===== src/rtl/rtg_pkg.sv =====
package rtg_pkg;

    // Sequencing of the down-counter
    typedef enum logic [1:0] {
        RTG_IDLE = 2'd0,   // no accepted count yet
        RTG_LOAD = 2'd1,   // load reload value on the next edge
        RTG_RUN  = 2'd2    // counting
    } rtg_state_e;

    // Control events presented to the down-counter
    typedef struct packed {
        logic accept;      // a legal count was written this cycle
        logic restart;     // gate transitioned low-to-high
    } rtg_evt_t;

endpackage


===== src/rtl/rtg_edge_detect.sv =====
module rtg_edge_detect (
    input  logic clk,
    input  logic rst,
    input  logic gate_i,
    output logic rise_o
);
    logic gate_q;

    always_ff @(posedge clk) begin
        if (rst) gate_q <= 1'b0;
        else     gate_q <= gate_i;
    end

    assign rise_o = gate_i & ~gate_q;

endmodule


===== src/rtl/rtg_count_store.sv =====
module rtg_count_store #(
    parameter int CNT_W = 16
) (
    input  logic             clk,
    input  logic             rst,
    input  logic             wr_i,
    input  logic [CNT_W-1:0] wr_count_i,
    output logic             accept_o,
    output logic [CNT_W:0]   reload_o
);
    localparam int VAL_W = CNT_W + 1;
    localparam logic [VAL_W-1:0] FULL_PERIOD = VAL_W'(1) << CNT_W;
    localparam logic [CNT_W-1:0] BAD_VALUE   = CNT_W'(1);

    logic [VAL_W-1:0] reload_q;

    assign accept_o = wr_i && (wr_count_i != BAD_VALUE);

    always_ff @(posedge clk) begin
        if (rst) begin
            reload_q <= '0;
        end else if (accept_o) begin
            reload_q <= (wr_count_i == '0) ? FULL_PERIOD : {1'b0, wr_count_i};
        end
    end

    assign reload_o = reload_q;


    illegal_ignored_chk: assert property (@(posedge clk) disable iff (rst)
        (wr_i && wr_count_i == BAD_VALUE) |=> $stable(reload_q));

endmodule


===== src/rtl/rtg_downcounter.sv =====
module rtg_downcounter
    import rtg_pkg::*;
#(
    parameter int CNT_W = 16
) (
    input  logic             clk,
    input  logic             rst,
    input  logic             gate_i,
    input  rtg_evt_t         evt_i,
    input  logic [CNT_W:0]   reload_i,
    output rtg_state_e       state_o,
    output logic [CNT_W:0]   cnt_o
);
    localparam int VAL_W = CNT_W + 1;
    localparam logic [VAL_W-1:0] LAST = VAL_W'(1);

    rtg_state_e       state_q;
    logic [VAL_W-1:0] cnt_q;

    always_ff @(posedge clk) begin
        if (rst) begin
            state_q <= RTG_IDLE;
            cnt_q   <= '0;
        end else begin
            unique case (state_q)
                RTG_IDLE: begin
                    if (evt_i.accept) state_q <= RTG_LOAD;
                end
                RTG_LOAD: begin
                    cnt_q   <= reload_i;
                    state_q <= evt_i.restart ? RTG_LOAD : RTG_RUN;
                end
                RTG_RUN: begin
                    if (evt_i.restart) state_q <= RTG_LOAD;
                    if (gate_i) begin
                        cnt_q <= (cnt_q == LAST) ? reload_i : cnt_q - LAST;
                    end
                end
                default: state_q <= RTG_IDLE;
            endcase
        end
    end

    assign state_o = state_q;
    assign cnt_o   = cnt_q;


    load_value_chk: assert property (@(posedge clk) disable iff (rst)
        (state_q == RTG_LOAD) |=> (cnt_q == $past(reload_i)));


    freeze_chk: assert property (@(posedge clk) disable iff (rst)
        (state_q == RTG_RUN && !gate_i) |=> $stable(cnt_q));


    run_nonzero_chk: assert property (@(posedge clk) disable iff (rst)
        (state_q == RTG_LOAD) |=> (cnt_q >= VAL_W'(2)));

endmodule


===== src/rtl/rate_tick_gen.sv =====
module rate_tick_gen
    import rtg_pkg::*;
#(
    parameter int CNT_W = 16
) (
    input  logic             clk,
    input  logic             rst,
    input  logic             gate_i,
    input  logic             wr_i,
    input  logic [CNT_W-1:0] wr_count_i,
    output logic             out_o
);
    localparam int VAL_W = CNT_W + 1;

    logic             rise;
    logic             accept;
    logic [VAL_W-1:0] reload;
    logic [VAL_W-1:0] cnt;
    rtg_state_e       state;
    rtg_evt_t         evt;

    rtg_edge_detect u_edge (
        .clk    (clk),
        .rst    (rst),
        .gate_i (gate_i),
        .rise_o (rise)
    );

    rtg_count_store #(.CNT_W(CNT_W)) u_store (
        .clk        (clk),
        .rst        (rst),
        .wr_i       (wr_i),
        .wr_count_i (wr_count_i),
        .accept_o   (accept),
        .reload_o   (reload)
    );

    always_comb begin
        evt.accept  = accept;
        evt.restart = rise && (state != RTG_IDLE);
    end

    rtg_downcounter #(.CNT_W(CNT_W)) u_cnt (
        .clk      (clk),
        .rst      (rst),
        .gate_i   (gate_i),
        .evt_i    (evt),
        .reload_i (reload),
        .state_o  (state),
        .cnt_o    (cnt)
    );

    // Low only on the terminal count of a running, enabled, non-restarting period
    assign out_o = ~((state == RTG_RUN) && (cnt == VAL_W'(1)) && gate_i && !rise);


    single_pulse_chk: assert property (@(posedge clk) disable iff (rst)
        !out_o |=> out_o);


    gate_low_high_chk: assert property (@(posedge clk) disable iff (rst)
        !gate_i |-> out_o);


    idle_high_chk: assert property (@(posedge clk) disable iff (rst)
        (state == RTG_IDLE) |-> out_o);

endmodule


===== config.mk =====
export PLATFORM = sky130hd
export DESIGN_NAME = rate_tick_gen
export DESIGN_NICKNAME = d
export VERILOG_FILES = /design/src/rtl/rtg_pkg.sv /design/src/rtl/rtg_edge_detect.sv /design/src/rtl/rtg_count_store.sv /design/src/rtl/rtg_downcounter.sv /design/src/rtl/rate_tick_gen.sv
export SDC_FILE = /design/constraint.sdc
export NUM_CORES = 1
export LEC_CHECK = 0
export BUFFER_PORTS_ARGS = -buffer_cell sky130_fd_sc_hd__clkbuf_2
export CAP_MARGIN = 5
export CORE_MARGIN = 5
export CORE_UTILIZATION = 60
export DETAILED_ROUTE_END_ITERATION = 10
export MAX_ROUTING_LAYER = met4
export PLACE_DENSITY = 0.88
export SLEW_MARGIN = 40
export SYNTH_ARGS = -nofsm -noshare
export SYNTH_HDL_FRONTEND = slang
export SYNTH_SLANG_ARGS = --single-unit

===== constraint.sdc =====
create_clock -name clk -period 3.72 [get_ports clk]
set_input_delay 0.744 -clock clk [delete_from_list [all_inputs] [get_ports clk]]
set_output_delay 0.744 -clock clk [all_outputs]
set_load 0.1 [all_outputs]

# ---- Yosys cells after proc, flatten, opt, wreduce, memory -nomap -nowiden
# Index checks and enable logic that the tools add are counted.
dict set report word_totals {
  register_bits 37
  input_bits 20
  word_cells 35
}
dict set report op_classes {
  add_sub_neg 1
  n_eq_ne 7
  n_mux 8
  n_bitwise 3
  reduce_logical 12
}
# cell n
set ops {}
lappend ops {{$mux W17} 3}
lappend ops {{$pmux W17 S2} 1}
lappend ops {{$eq A17 B1 Y1 const B} 1}
lappend ops {{$sub A17 B1 Y17 const B} 1}
lappend ops {{$logic_not A16 Y1} 1}
lappend ops {{$ne A16 B1 Y1 const B} 1}
lappend ops {{$mux W2} 3}
lappend ops {{$pmux W2 S3} 1}
lappend ops {{$logic_and A1 B1 Y1} 5}
lappend ops {{$ne A2 B2 Y1 const B} 2}
lappend ops {{$reduce_and A2 Y1} 2}
lappend ops {{$reduce_bool A2 Y1} 2}
lappend ops {{$eq A2 B1 Y1 const B} 1}
lappend ops {{$eq A2 B2 Y1 const B} 1}
lappend ops {{$logic_not A2 Y1} 1}
lappend ops {{$ne A2 B1 Y1 const B} 1}
lappend ops {{$not A1 Y1} 2}
lappend ops {{$and A1 B1 Y1} 1}
lappend ops {{$logic_not A1 Y1} 1}

# ---- Longest topological paths before layout
# Gate-level depths: netlist of the first run.
dict set report logic_depth {
  depth_word 5
  depth_mapped 8
  mapped_depth_nobuf 7
}

# ---- By module
# From an unflattened synthesis of the first run, not the netlist that was laid out.
dict set report unflattened {
  hier_cells 248
  area_unflattened_um2 2225.9
}
# mod instances cells_per_inst area_per_inst_um2
set modules_own_cells {}
lappend modules_own_cells {rtg_downcounter 1 157 1325.0}
lappend modules_own_cells {rtg_count_store 1 79 794.5}
lappend modules_own_cells {rate_tick_gen 1 9 58.8}
lappend modules_own_cells {rtg_edge_detect 1 3 47.5}

# ---- Least setup slack after synthesis of the first run
# No wires, ideal clock.
dict set report synth_timing {
  kind {reg-to-output}
  startpoint {register u_cnt.cnt_q[10], in the netlist u_cnt.cnt_o[10]}
  endpoint {output port out_o}
  arrival_time_ns 2.574
  required_ns 2.976
  path_slack_ns 0.402
  path_stages_with_launch 5
  path_buffers 0
  path_cell_list {dfxtp_1 -> or4_4 -> or4_4 -> nor4_1 -> nand4_1}
}
dict set report synth_via {
  elab_chain_cells 5
}
# item line
set synth_lines {}
lappend synth_lines {{from (decl)} rtg_downcounter.sv:18} ;# logic [VAL_W-1:0] cnt_q;
lappend synth_lines {{from (signal assigned)} rtg_downcounter.sv:30} ;# cnt_q <= reload_i;
lappend synth_lines {{from (signal assigned)} rtg_downcounter.sv:36} ;# cnt_q <= (cnt_q == LAST) ? reload_i : cnt_q - LAST;
lappend synth_lines {{$eq A17 B1 Y1} rate_tick_gen.sv:54} ;# assign out_o = ~((state == RTG_RUN) && (cnt == VAL_W'(1)) && gate_i && !rise);
lappend synth_lines {{$logic_and A1 B1 Y1 (3 in series)} rate_tick_gen.sv:54}
lappend synth_lines {{$not A1 Y1} rate_tick_gen.sv:54}
lappend synth_lines {{to (decl)} rate_tick_gen.sv:11} ;# output logic out_o
# Every way passes these cells.

# ---- Worst setup path after layout of the first run
# Ends and elaborated chain as after synthesis.

==> results of run 1 <==
-- worst max path at each step --
stage | slack, ns | endpoint | cells after the start | start
global route | 0.16 | out_o | 5 | u_cnt.cnt_o[10]$_SDFFE_PP0P_
global placement | 0.78 | out_o | 5 | u_cnt.cnt_o[10]$_SDFFE_PP0P_
CTS | 0.33 | out_o | 5 | u_cnt.cnt_o[10]$_SDFFE_PP0P_
detailed placement | 0.73 | out_o | 5 | u_cnt.cnt_o[10]$_SDFFE_PP0P_
finish | 0.33 | out_o | 5 | u_cnt.cnt_o[10]$_SDFFE_PP0P_
floorplan | 0.40 | out_o | 4 | u_cnt.cnt_o[10]$_SDFFE_PP0P_
-- flip-flops by register name, indices dropped and copies added, names as in the netlist --
register / count
u_cnt.state_o: 2
u_store.reload_o: 17
u_edge.gate_q: 1
u_cnt.cnt_o: 17
-- critical path, cell delays in order, from the launching register on --
cell and delay [ns]:
dfxtp_1 0.37, or4_4 0.59, or4_4 0.44, nor4_1 0.37
nand4_1 0.14, clkbuf_2 0.39
-- synthesized netlist by cell type, types with 2 or more instances --
library cell / count / area [sq um]
or4_4: 4 / 45.0
nor2b_1: 5 / 31.3
nand2_1: 18 / 67.6
o31ai_1: 2 / 15.0
nand2b_1: 4 / 25.0
a31oi_1: 6 / 37.5
mux2i_1: 4 / 40.0
dfxtp_1: 37 / 741
ha_1: 2 / 25.0
a21oi_1: 13 / 65.1
nor2_1: 23 / 86.3
nand3_1: 8 / 40.0
or4_1: 5 / 37.5
nand4_1: 4 / 25.0
o21ai_1: 3 / 15.0
nor3_1: 5 / 25.0
o21ai_0: 4 / 20.0
o32ai_1: 5 / 43.8
a2bb2oi_1: 3 / 26.3
and3_1: 2 / 12.5
a211oi_1: 5 / 37.5
nor4_1: 7 / 43.8
a22oi_1: 16 / 120
clkbuf_1: 11 / 41.3
inv_1: 11 / 41.3
-- final cells by class --
class	instances	area, sq um
timing repair buffer	24	130
fill	262	961
inverter	11	41.3
clock buffer	6	41.3
multi-input combinational	167	1070
sequential	37	741
clock inverter	2	10.0
tap	44	55.1
-- metrics by stage --
stage	hold slack [ns]	instances	setup slack, ns
after floorplan	0.432	228	0.402
after global placement	0.460	283	0.784
after detailed placement	0.464	283	0.725
after CTS	0.482	291	0.328
after global routing	0.499	291	0.155
final	0.486	291	0.329
-- power by group through the flow --
stage                     sequential (mW)  combinational (mW)  clock [mW]
after global placement              0.448               0.205           0
after detailed placement            0.450               0.208           0
after global routing                0.445               0.236       0.230
after floorplan                     0.443               0.162           0
after CTS                           0.441               0.209       0.211
final                               0.442               0.212       0.210
-- layer usage --
metal | wire, um | vias up | GRT usage (%)
met5 | 0 | - | -
met4 | 64 | 0 | 10.4
met2 | 2020 | 69 | 36.3
met3 | 310 | 6 | 3.91
met1 | 2140 | 841 | 30.0
li1 | - | 903 | -
-- cells by family after synthesis --
kind of cell | after synthesis | share of synthesized area, %
simple gates | 94 | 27.9
buf+inv | 24 | 4.98
flops | 37 | 38.8
fa+ha+maj | 2 | 1.31
mux | 4 | 2.10
compound gates | 67 | 25.0
==> results.sh, run 1 <==
export IMPL_status="finished clean"
export IMPL_cts_path_max_buffers=2
export IMPL_routed_wirelength_um=4540
export IMPL_internal_power_uw=579
export IMPL_min_delay_worst_endpoint="u_cnt.cnt_o[10]$_SDFFE_PP0P_"
export IMPL_floorplan_initialDensity_pct=62.5
export IMPL_buffer_ports_inserted=20
export IMPL_synth_warnings=0
export IMPL_place_gp_congestion=0.916
export IMPL_grt_start_max_net_pins=39
export IMPL_antenna_cells_inserted=0
export IMPL_detailroute_via_count=1819
export IMPL_layout_drive_gt1_share_pct=16.2
export IMPL_transition_time_at_the_pin_with_the_least_slew_margin_ns=0.746
export IMPL_setup_worst_path_end_class="primary output"
export IMPL_min_delay_path_class="reg2reg"
export IMPL_switching_share_pct=33.0
export IMPL_clkSlewWorstSetupHoldPaths_ns=0.12
export IMPL_finish_net_count=268
export IMPL_tritoncts="done"
export IMPL_cts_buffers=5
export IMPL_critical_path_required_ns=2.98
export IMPL_die_area_sq_um=4410
export IMPL_critical_path_peak_fanout=5
export IMPL_timing_final_crit_period_ns=3.39
export IMPL_yosysUniqueCellTypes=46
export IMPL_final_util_pct=68.5
export IMPL_power_frac_comb_pct=24.5
export IMPL_grt_antenna_before_repair=0
export IMPL_regToRegSetupSlack_ns=1.32
export IMPL_die_h_um=66.4
export IMPL_layout_cells_most_common="dfxtp_1"
export IMPL_reg2reg_from="u_cnt.cnt_o[1]$_SDFFE_PP0P_"
export IMPL_syn_nets=250
export IMPL_power_density_cell_area_nw_per_um2=413
export IMPL_netSwitchingPower_uw=285
export IMPL_p_clk_share_pct=24.3
export IMPL_antenna_left=0
export IMPL_power_frac_seq_pct=51.1
export IMPL_grt_setup_unrepaired="false"
export IMPL_drt_wirelength_per_cell_um=15.6
export IMPL_maxCapViolCount=0
export IMPL_cts_root_buf="clkbuf_4"
export IMPL_cts_repair_resize_count=0
export IMPL_htreeDepth=2
export IMPL_synth_ff_latch_count=37
export IMPL_vdd_ir_drop_worst_v=0.000244
export IMPL_drt_drc_violations_left=0
export IMPL_leakage_nw=0.805
export IMPL_fin_worst_skew_ns=0.0125
export IMPL_grt_total_usage_pct=23.5
export IMPL_clk_insertion_delay_late_ns=0.35
export IMPL_timing_final_setup_violations=0
export IMPL_synth_seq_area_share_pct=38.8
export IMPL_ioPinCount=21
export IMPL_r2r_end="u_cnt.cnt_o[10]$_SDFFE_PP0P_"
export IMPL_hold_path_cell_count=2
export IMPL_syn_area_sq_um=1910
export IMPL_stdcell_area_sq_um=2090
export IMPL_timing_setup_tns_ns=0
export IMPL_layout_common_cells="37 x dfxtp_1, 23 x nor2_1, 20 x clkbuf_2, 18 x nand2_1, 16 x a22oi_1"
export IMPL_fmax_mhz=295
export IMPL_worstRegToRegCells=7
export IMPL_viasPerCell=6.25
export IMPL_grt_pass1_vias=1694
export IMPL_grt_first_pass_wirelength_um=7720
export IMPL_global_route_overflow=0
export IMPL_postPlaceCellArea_sq_um=2040
export IMPL_syn_instance_count=228
export IMPL_synth_edf_count=0
export IMPL_detailedRoute_firstPassIterationCount=4
export IMPL_async_reset_ff_share_pct=0
export IMPL_cts_hold_repair_buffers=0
export IMPL_floorplan_core_area_sq_um=3050
export IMPL_synth_ff_type="dfxtp_1"
export IMPL_cts_post_setup_buffers_inserted=0
export IMPL_post_synth_cell_area_avg_sq_um=8.37
export IMPL_detail_route_iter0_violations=121
export IMPL_cts_sinks=37
export IMPL_critical_path_arrival_ns=2.65
export IMPL_fin_crit_sh_pct=91.1
export IMPL_timing_hold_worst_start="u_store.reload_o[10]$_SDFFE_PP0P_"
export IMPL_timing_final_hold_violations=0
export IMPL_standard_cell_rows=20
export IMPL_slew_headroom_pct=50.2
export IMPL_design_power_total_uw=864
export IMPL_area_delta_synth_final_pct=9.57
export IMPL_horizontal_die_dimension_um=66.4
export IMPL_timing_critical_path_from_type="flip-flop"
export IMPL_dp_hpwl_um=3220
export IMPL_critPathKind="reg2out"
export IMPL_report_final_slew_viol_count=0
Note: power is estimated with default switching activity, not from simulation.
==> run 2: changes to the inputs <==
- ABC_AREA: default -> 1
==> results.sh, run 2 <==
export IMPL_status="finished clean"
export IMPL_grt_total_usage_pct=21.4
export IMPL_cts_buffers=5
export IMPL_grt_start_max_net_pins=33
export IMPL_antenna_cells_inserted=0
export IMPL_timing_setup_tns_ns=0
export IMPL_async_reset_ff_share_pct=0
export IMPL_drt_wirelength_per_cell_um=12.0
export IMPL_place_worst_setup_slack_ns=1.32
export IMPL_cts_post_setup_buffers_inserted=0
export IMPL_drt_drc_violations_left=0
export IMPL_slew_headroom_pct=54.4
export IMPL_die_area_sq_um=4800
export IMPL_detailroute_via_count=2120
export IMPL_layout_common_cells="99 x nand2_1, 44 x nor2_1, 38 x inv_1, 37 x dfxtp_1, 32 x a21oi_1"
export IMPL_clk_insertion_delay_late_ns=0.35
export IMPL_floorplan_core_area_sq_um=3360
export IMPL_layout_cells_most_common="nand2_1"
export IMPL_standard_cell_rows=21
export IMPL_place_gp_congestion=0.927
export IMPL_post_synth_cell_area_avg_sq_um=6.35
export IMPL_tritoncts="done"
export IMPL_critPathKind="reg2out"
export IMPL_vdd_ir_drop_worst_v=0.000383
export IMPL_critPathSlowestCell="dfxtp_1"
export IMPL_buffer_ports_inserted=20
export IMPL_htreeDepth=2
export IMPL_min_delay_path_class="reg2reg"
export IMPL_synthTopCellsByArea="dfxtp_1 35%, nand2_1 18%, nor2_1 7.8%"
export IMPL_syn_instance_count=332
export IMPL_routed_wirelength_um=4730
export IMPL_power_density_cell_area_nw_per_um2=439
export IMPL_dp_hpwl_um=3250
export IMPL_maxCapViolCount=0
export IMPL_report_final_slew_viol_count=0
export IMPL_detailedRoute_firstPassIterationCount=5
export IMPL_syn_area_sq_um=2110
export IMPL_global_route_overflow=0
export IMPL_detail_route_iter0_violations=120
export IMPL_cts_hold_repair_buffers=0
export IMPL_cts_path_max_buffers=2
export IMPL_worstPathBufferInverterCount=2
export IMPL_critical_path_arrival_ns=2.02
export IMPL_fin_crit_sh_pct=74.2
export IMPL_cts_repair_resize_count=0
export IMPL_worst_path_largest_cell_delay_ns=0.43
export IMPL_post_synth_top_area_cell="dfxtp_1"
export IMPL_synthMostInstantiatedCell="nand2_1"
export IMPL_area_delta_synth_final_pct=8.31
export IMPL_synth_ff_latch_count=37
export IMPL_finish_net_count=370
export IMPL_leakage_nw=1.05
export IMPL_transition_time_at_the_pin_with_the_least_slew_margin_ns=0.684
export IMPL_viasPerCell=5.37
export IMPL_grt_pass1_vias=1902
export IMPL_synth_top_cells_by_count="99 x nand2_1, 44 x nor2_1, 38 x inv_1"
export IMPL_syn_nets=354
export IMPL_layout_drive_gt1_share_pct=12.9
export IMPL_floorplan_initialDensity_pct=62.7
export IMPL_timing_final_hold_violations=0
export IMPL_die_h_um=69.3
export IMPL_grt_first_pass_wirelength_um=8180
export IMPL_critical_path_peak_fanout=6
export IMPL_critical_path_required_ns=2.98
export IMPL_crit_path_cell_trace="ha_1 -> inv_1 -> nor2_1 -> nand2_1 -> nor2_4 -> nand2_4 -> or3_1 -> clkbuf_2"
export IMPL_reg2reg_from="u_cnt.state_o[1]$_SDFFE_PP0P_"
export IMPL_synth_seq_area_share_pct=35.1
export IMPL_crit_family="simple AND/OR/NAND/NOR gates"
export IMPL_layout_setup_ws_ns=0.959
export IMPL_synth_ff_type="dfxtp_1"
export IMPL_timing_final_crit_period_ns=2.76
export IMPL_clkSlewWorstSetupHoldPaths_ns=0.12
export IMPL_synth_warnings=0
export IMPL_grt_antenna_before_repair=0
export IMPL_timing_final_setup_violations=0
export IMPL_synth_largest_type_area_fraction_pct=35.1
export IMPL_setup_worst_path_end_class="primary output"
export IMPL_setup_worst_path_start="u_cnt.cnt_o[0]$_SDFFE_PP0P_"
export IMPL_timing_hold_worst_start="u_store.reload_o[13]$_SDFFE_PP0P_"
export IMPL_fin_worst_skew_ns=0.00512
export IMPL_cts_sinks=37
export IMPL_yosysUniqueCellTypes=26
export IMPL_antenna_left=0
export IMPL_horizontal_die_dimension_um=69.3
export IMPL_timing_critical_path_from_type="flip-flop"
export IMPL_cts_root_buf="clkbuf_4"
export IMPL_grt_setup_unrepaired="false"
export IMPL_fmax_mhz=362
export IMPL_ioPinCount=21
export IMPL_synth_edf_count=0
## run 2: cell types whose count changed in the layout (fill, tap and decap cells not counted), moves of 5 or more
cell     delta
nand3_1    +12
a31oi_1     -6
a21oi_1    +19
nand2_1    +81
nor4_1      -7
a22oi_1    -16
o32ai_1     -5
nor2_1     +21
or4_1       -5
o21ai_0    +14
nor2b_1     -5
inv_1      +27
## run 2: layout make-up
class,instances,area [sq um]
flip-flops and latches,37,741
clock buffers,6,51.3
clock inverters,2,37.5
inverters,39,146
well taps,46,57.6
multi-input cells,245,1150
fillers,329,1080
repair buffers,20,100
## run 2: path summary, 6_finish.rpt
check        slack (ns)                                 to  depth (start not counted)
max                0.96                              out_o                          8
min                0.48  u_store.reload_o[13]$_SDFFE_PP0P_                          2
max reg2reg        1.69       u_cnt.cnt_o[15]$_SDFFE_PP0P_                          8
min reg2reg        0.48  u_store.reload_o[13]$_SDFFE_PP0P_                          2
## run 2: through the flow
| step | hold slack (ns) | util, % | instances | cell area, sq um | power, mW |
|---|---|---|---|---|---|
| floorplan | 0.429 | - | 332 | 2110 | 0.648 |
| detailed placement | 0.460 | 65.3 | 387 | 2190 | 0.700 |
| global placement | 0.452 | 65.3 | 387 | 2190 | 0.693 |
| global route | 0.493 | 67.9 | 395 | 2280 | 1.06 |
| finish | 0.477 | 67.9 | 395 | 2280 | 1.00 |
| CTS | 0.478 | 67.9 | 395 | 2280 | 1.00 |
## run 2: worst min-delay path, stage by stage, from the launching register on
cell	delay, ns
dfxtp_1	0.33
nand2_1	0.06
a21oi_1	0.05
## run 2: cells by family after synthesis
group | share of synthesized area (%)
AO/OA/AOI/OAI | 13.1
buffers and inverters | 10.3
adder cells (fa/ha/maj) | 1.19
AND/OR/NAND/NOR | 39.5
flip-flops | 35.1
XOR/XNOR | 0.831
## run 2: power by group
part / leakage, nW / internal, mW / switching, mW / total (mW)
combinational: 0.699 / 0.0886 / 0.169 / 0.257
sequential: 0.304 / 0.421 / 0.0200 / 0.441
clock: 0.0445 / 0.160 / 0.144 / 0.303
total: 1.05 / 0.669 / 0.332 / 1.00
## run 2: per-layer routing
| layer | global-route usage (%) | vias to the layer above | share of wire [%] |
|---|---|---|---|
| met4 | 9.33 | 0 | 1.7 |
| met5 | - | - | 0 |
| li1 | - | 1077 | - |
| met3 | 4.64 | 6 | 6.2 |
| met2 | 35.3 | 71 | 48 |
| met1 | 25.0 | 966 | 44 |
==> run 3: changes to the inputs <==
- CORE_UTILIZATION: 60 -> 58
- PLACE_DENSITY: 0.88 -> 0.86
- clock period: 3.72 -> 2.73 ns (I/O delays scaled with it)
==> results.sh, run 3 (synthesized netlist as in run 2, its figures left out) <==
export IMPL_leakage_nw=1.06
export IMPL_antenna_left=0
export IMPL_die_h_um=70.3
export IMPL_htreeDepth=2
export IMPL_buffer_ports_inserted=20
export IMPL_layout_cells_most_common="nand2_1"
export IMPL_drt_wirelength_per_cell_um=11.2
export IMPL_crit_family="simple AND/OR/NAND/NOR gates"
export IMPL_grt_total_usage_pct=19.8
export IMPL_transition_time_at_the_pin_with_the_least_slew_margin_ns=0.670
export IMPL_ioPinCount=21
export IMPL_worstPathBufferInverterCount=2
export IMPL_cts_post_setup_buffers_inserted=0
export IMPL_grt_first_pass_wirelength_um=7800
export IMPL_critPathSlowestCell="dfxtp_1"
export IMPL_standard_cell_rows=22
export IMPL_worstRegToRegCells=11
export IMPL_min_delay_path_class="in2reg"
export IMPL_cts_hold_repair_buffers=0
export IMPL_fin_worst_skew_ns=0.00428
export IMPL_global_route_overflow=0
export IMPL_timing_hold_worst_start="wr_count_i[11]"
export IMPL_timing_critical_path_from_type="flip-flop"
export IMPL_hold_path_cell_count=3
export IMPL_drt_drc_violations_left=0
export IMPL_cts_path_max_buffers=2
export IMPL_detail_route_iter0_violations=123
export IMPL_final_hold_worst_slack_ns=0.427
export IMPL_status="finished clean"
export IMPL_critPathKind="reg2out"
export IMPL_dp_hpwl_um=3170
export IMPL_vdd_ir_drop_worst_v=0.000379
export IMPL_grt_pass1_vias=1828
export IMPL_grt_antenna_before_repair=0
export IMPL_layout_common_cells="99 x nand2_1, 44 x nor2_1, 38 x inv_1, 37 x dfxtp_1, 32 x a21oi_1"
export IMPL_min_delay_worst_endpoint="u_store.reload_o[11]$_SDFFE_PP0P_"
export IMPL_tritoncts="done"
export IMPL_power_density_cell_area_nw_per_um2=589
export IMPL_clk_insertion_delay_late_ns=0.34
export IMPL_routed_wirelength_um=4490
export IMPL_detailedRoute_firstPassIterationCount=4
export IMPL_viasPerCell=5.06
export IMPL_finish_net_count=373
export IMPL_fmax_mhz=397
export IMPL_floorplan_initialDensity_pct=58.9
export IMPL_place_gp_congestion=0.928
export IMPL_design_power_total_mw=1.36
export IMPL_fin_crit_sh_pct=92.4
export IMPL_horizontal_die_dimension_um=70.3
export IMPL_cts_repair_resize_count=0
export IMPL_cts_root_buf="clkbuf_4"
export IMPL_timing_final_setup_violations=0
export IMPL_critical_path_arrival_ns=1.98
export IMPL_reg2reg_from="u_cnt.cnt_o[0]$_SDFFE_PP0P_"
export IMPL_slew_headroom_pct=55.3
export IMPL_critical_path_peak_fanout=6
export IMPL_layout_drive_gt1_share_pct=13.6
export IMPL_final_fill_count=322
export IMPL_maxCapViolCount=0
export IMPL_crit_path_cell_trace="ha_1 -> inv_1 -> nor2_1 -> nand2_1 -> nor2_4 -> nand2_4 -> or3_1 -> clkbuf_2"
export IMPL_timing_setup_tns_ns=0
export IMPL_area_delta_synth_final_pct=9.50
export IMPL_floorplan_core_area_sq_um=3580
export IMPL_regToRegSetupSlack_ns=1.06
export IMPL_place_worst_setup_slack_ns=0.594
export IMPL_detailroute_via_count=2023
export IMPL_r2r_end="u_cnt.cnt_o[3]$_SDFFE_PP0P_"
export IMPL_cts_sinks=37
export IMPL_die_area_sq_um=4940
export IMPL_clkSlewWorstSetupHoldPaths_ns=0.12
export IMPL_timing_final_crit_period_ns=2.52
export IMPL_grt_start_max_net_pins=32
export IMPL_antenna_cells_inserted=0
export IMPL_critical_path_required_ns=2.18
export IMPL_report_final_slew_viol_count=0
export IMPL_grt_setup_unrepaired="false"
export IMPL_setup_worst_path_end_class="primary output"
export IMPL_worst_path_largest_cell_delay_ns=0.42
export IMPL_layout_setup_ws_ns=0.209
export IMPL_worstSetupPathDepth=8
export IMPL_cts_buffers=5
export IMPL_timing_final_hold_violations=0
==> run 3: changes by cell type in the layout (fill, tap and decap cells not counted) <==
cell / delta
buf_4: +3
==> run 3: cell type report <==
type                    count  area, sq um  share of cell area (%)
clock buffers               6         51.3                    2.22
inverters                  39          146                    6.34
repair buffers             23          123                    5.31
multi-input cells         245         1150                    49.8
clock inverters             2         37.5                    1.63
well taps                  48         60.1                    2.60
flip-flops and latches     37          741                    32.1
==> run 3: worst reg2reg max path: stages (launching register included) <==
cell,delay (ns)
dfxtp_1,0.42
ha_1,0.17
inv_1,0.03
nor2_1,0.07
nand2_1,0.09
nor2_4,0.10
nand2_4,0.07
nand2_4,0.18
inv_2,0.17
nand2_1,0.10
nand3_1,0.07
a21oi_1,0.13
==> run 3: how the worst max path moves through the flow <==
stage / start / end / slack [ns]
finish: u_cnt.cnt_o[0]$_SDFFE_PP0P_ / out_o / 0.21
global route: u_cnt.cnt_o[0]$_SDFFE_PP0P_ / out_o / 0.08
CTS: u_cnt.cnt_o[0]$_SDFFE_PP0P_ / out_o / 0.19
detailed placement: u_cnt.cnt_o[0]$_SDFFE_PP0P_ / out_o / 0.59
global placement: u_cnt.cnt_o[0]$_SDFFE_PP0P_ / out_o / 0.60
floorplan: u_cnt.cnt_o[0]$_SDFFE_PP0P_ / out_o / 0.62
==> run 3: per-stage QoR <==
step	instances	cell area (sq um)	utilization [%]
floorplan	332	2110	-
global placement	392	2220	62.0
detailed placement	392	2220	62.0
CTS	400	2310	64.5
global route	400	2310	64.5
finish	400	2310	64.5
==> run 3: power by group <==
group / internal [mW] / switching [mW]
Clock: 0.218 / 0.191
Combinational: 0.125 / 0.227
Sequential: 0.573 / 0.0260
Total: 0.916 / 0.444
==> run 3: metal layers <==
| metal | GRT usage, % | vias to the layer above | wire (um) |
|---|---|---|---|
| li1 | - | 1081 | - |
| met1 | 24.8 | 891 | 2120 |
| met2 | 32.4 | 43 | 2080 |
| met3 | 4.32 | 8 | 231 |
| met4 | 5.11 | 0 | 61 |
| met5 | - | - | 0 |
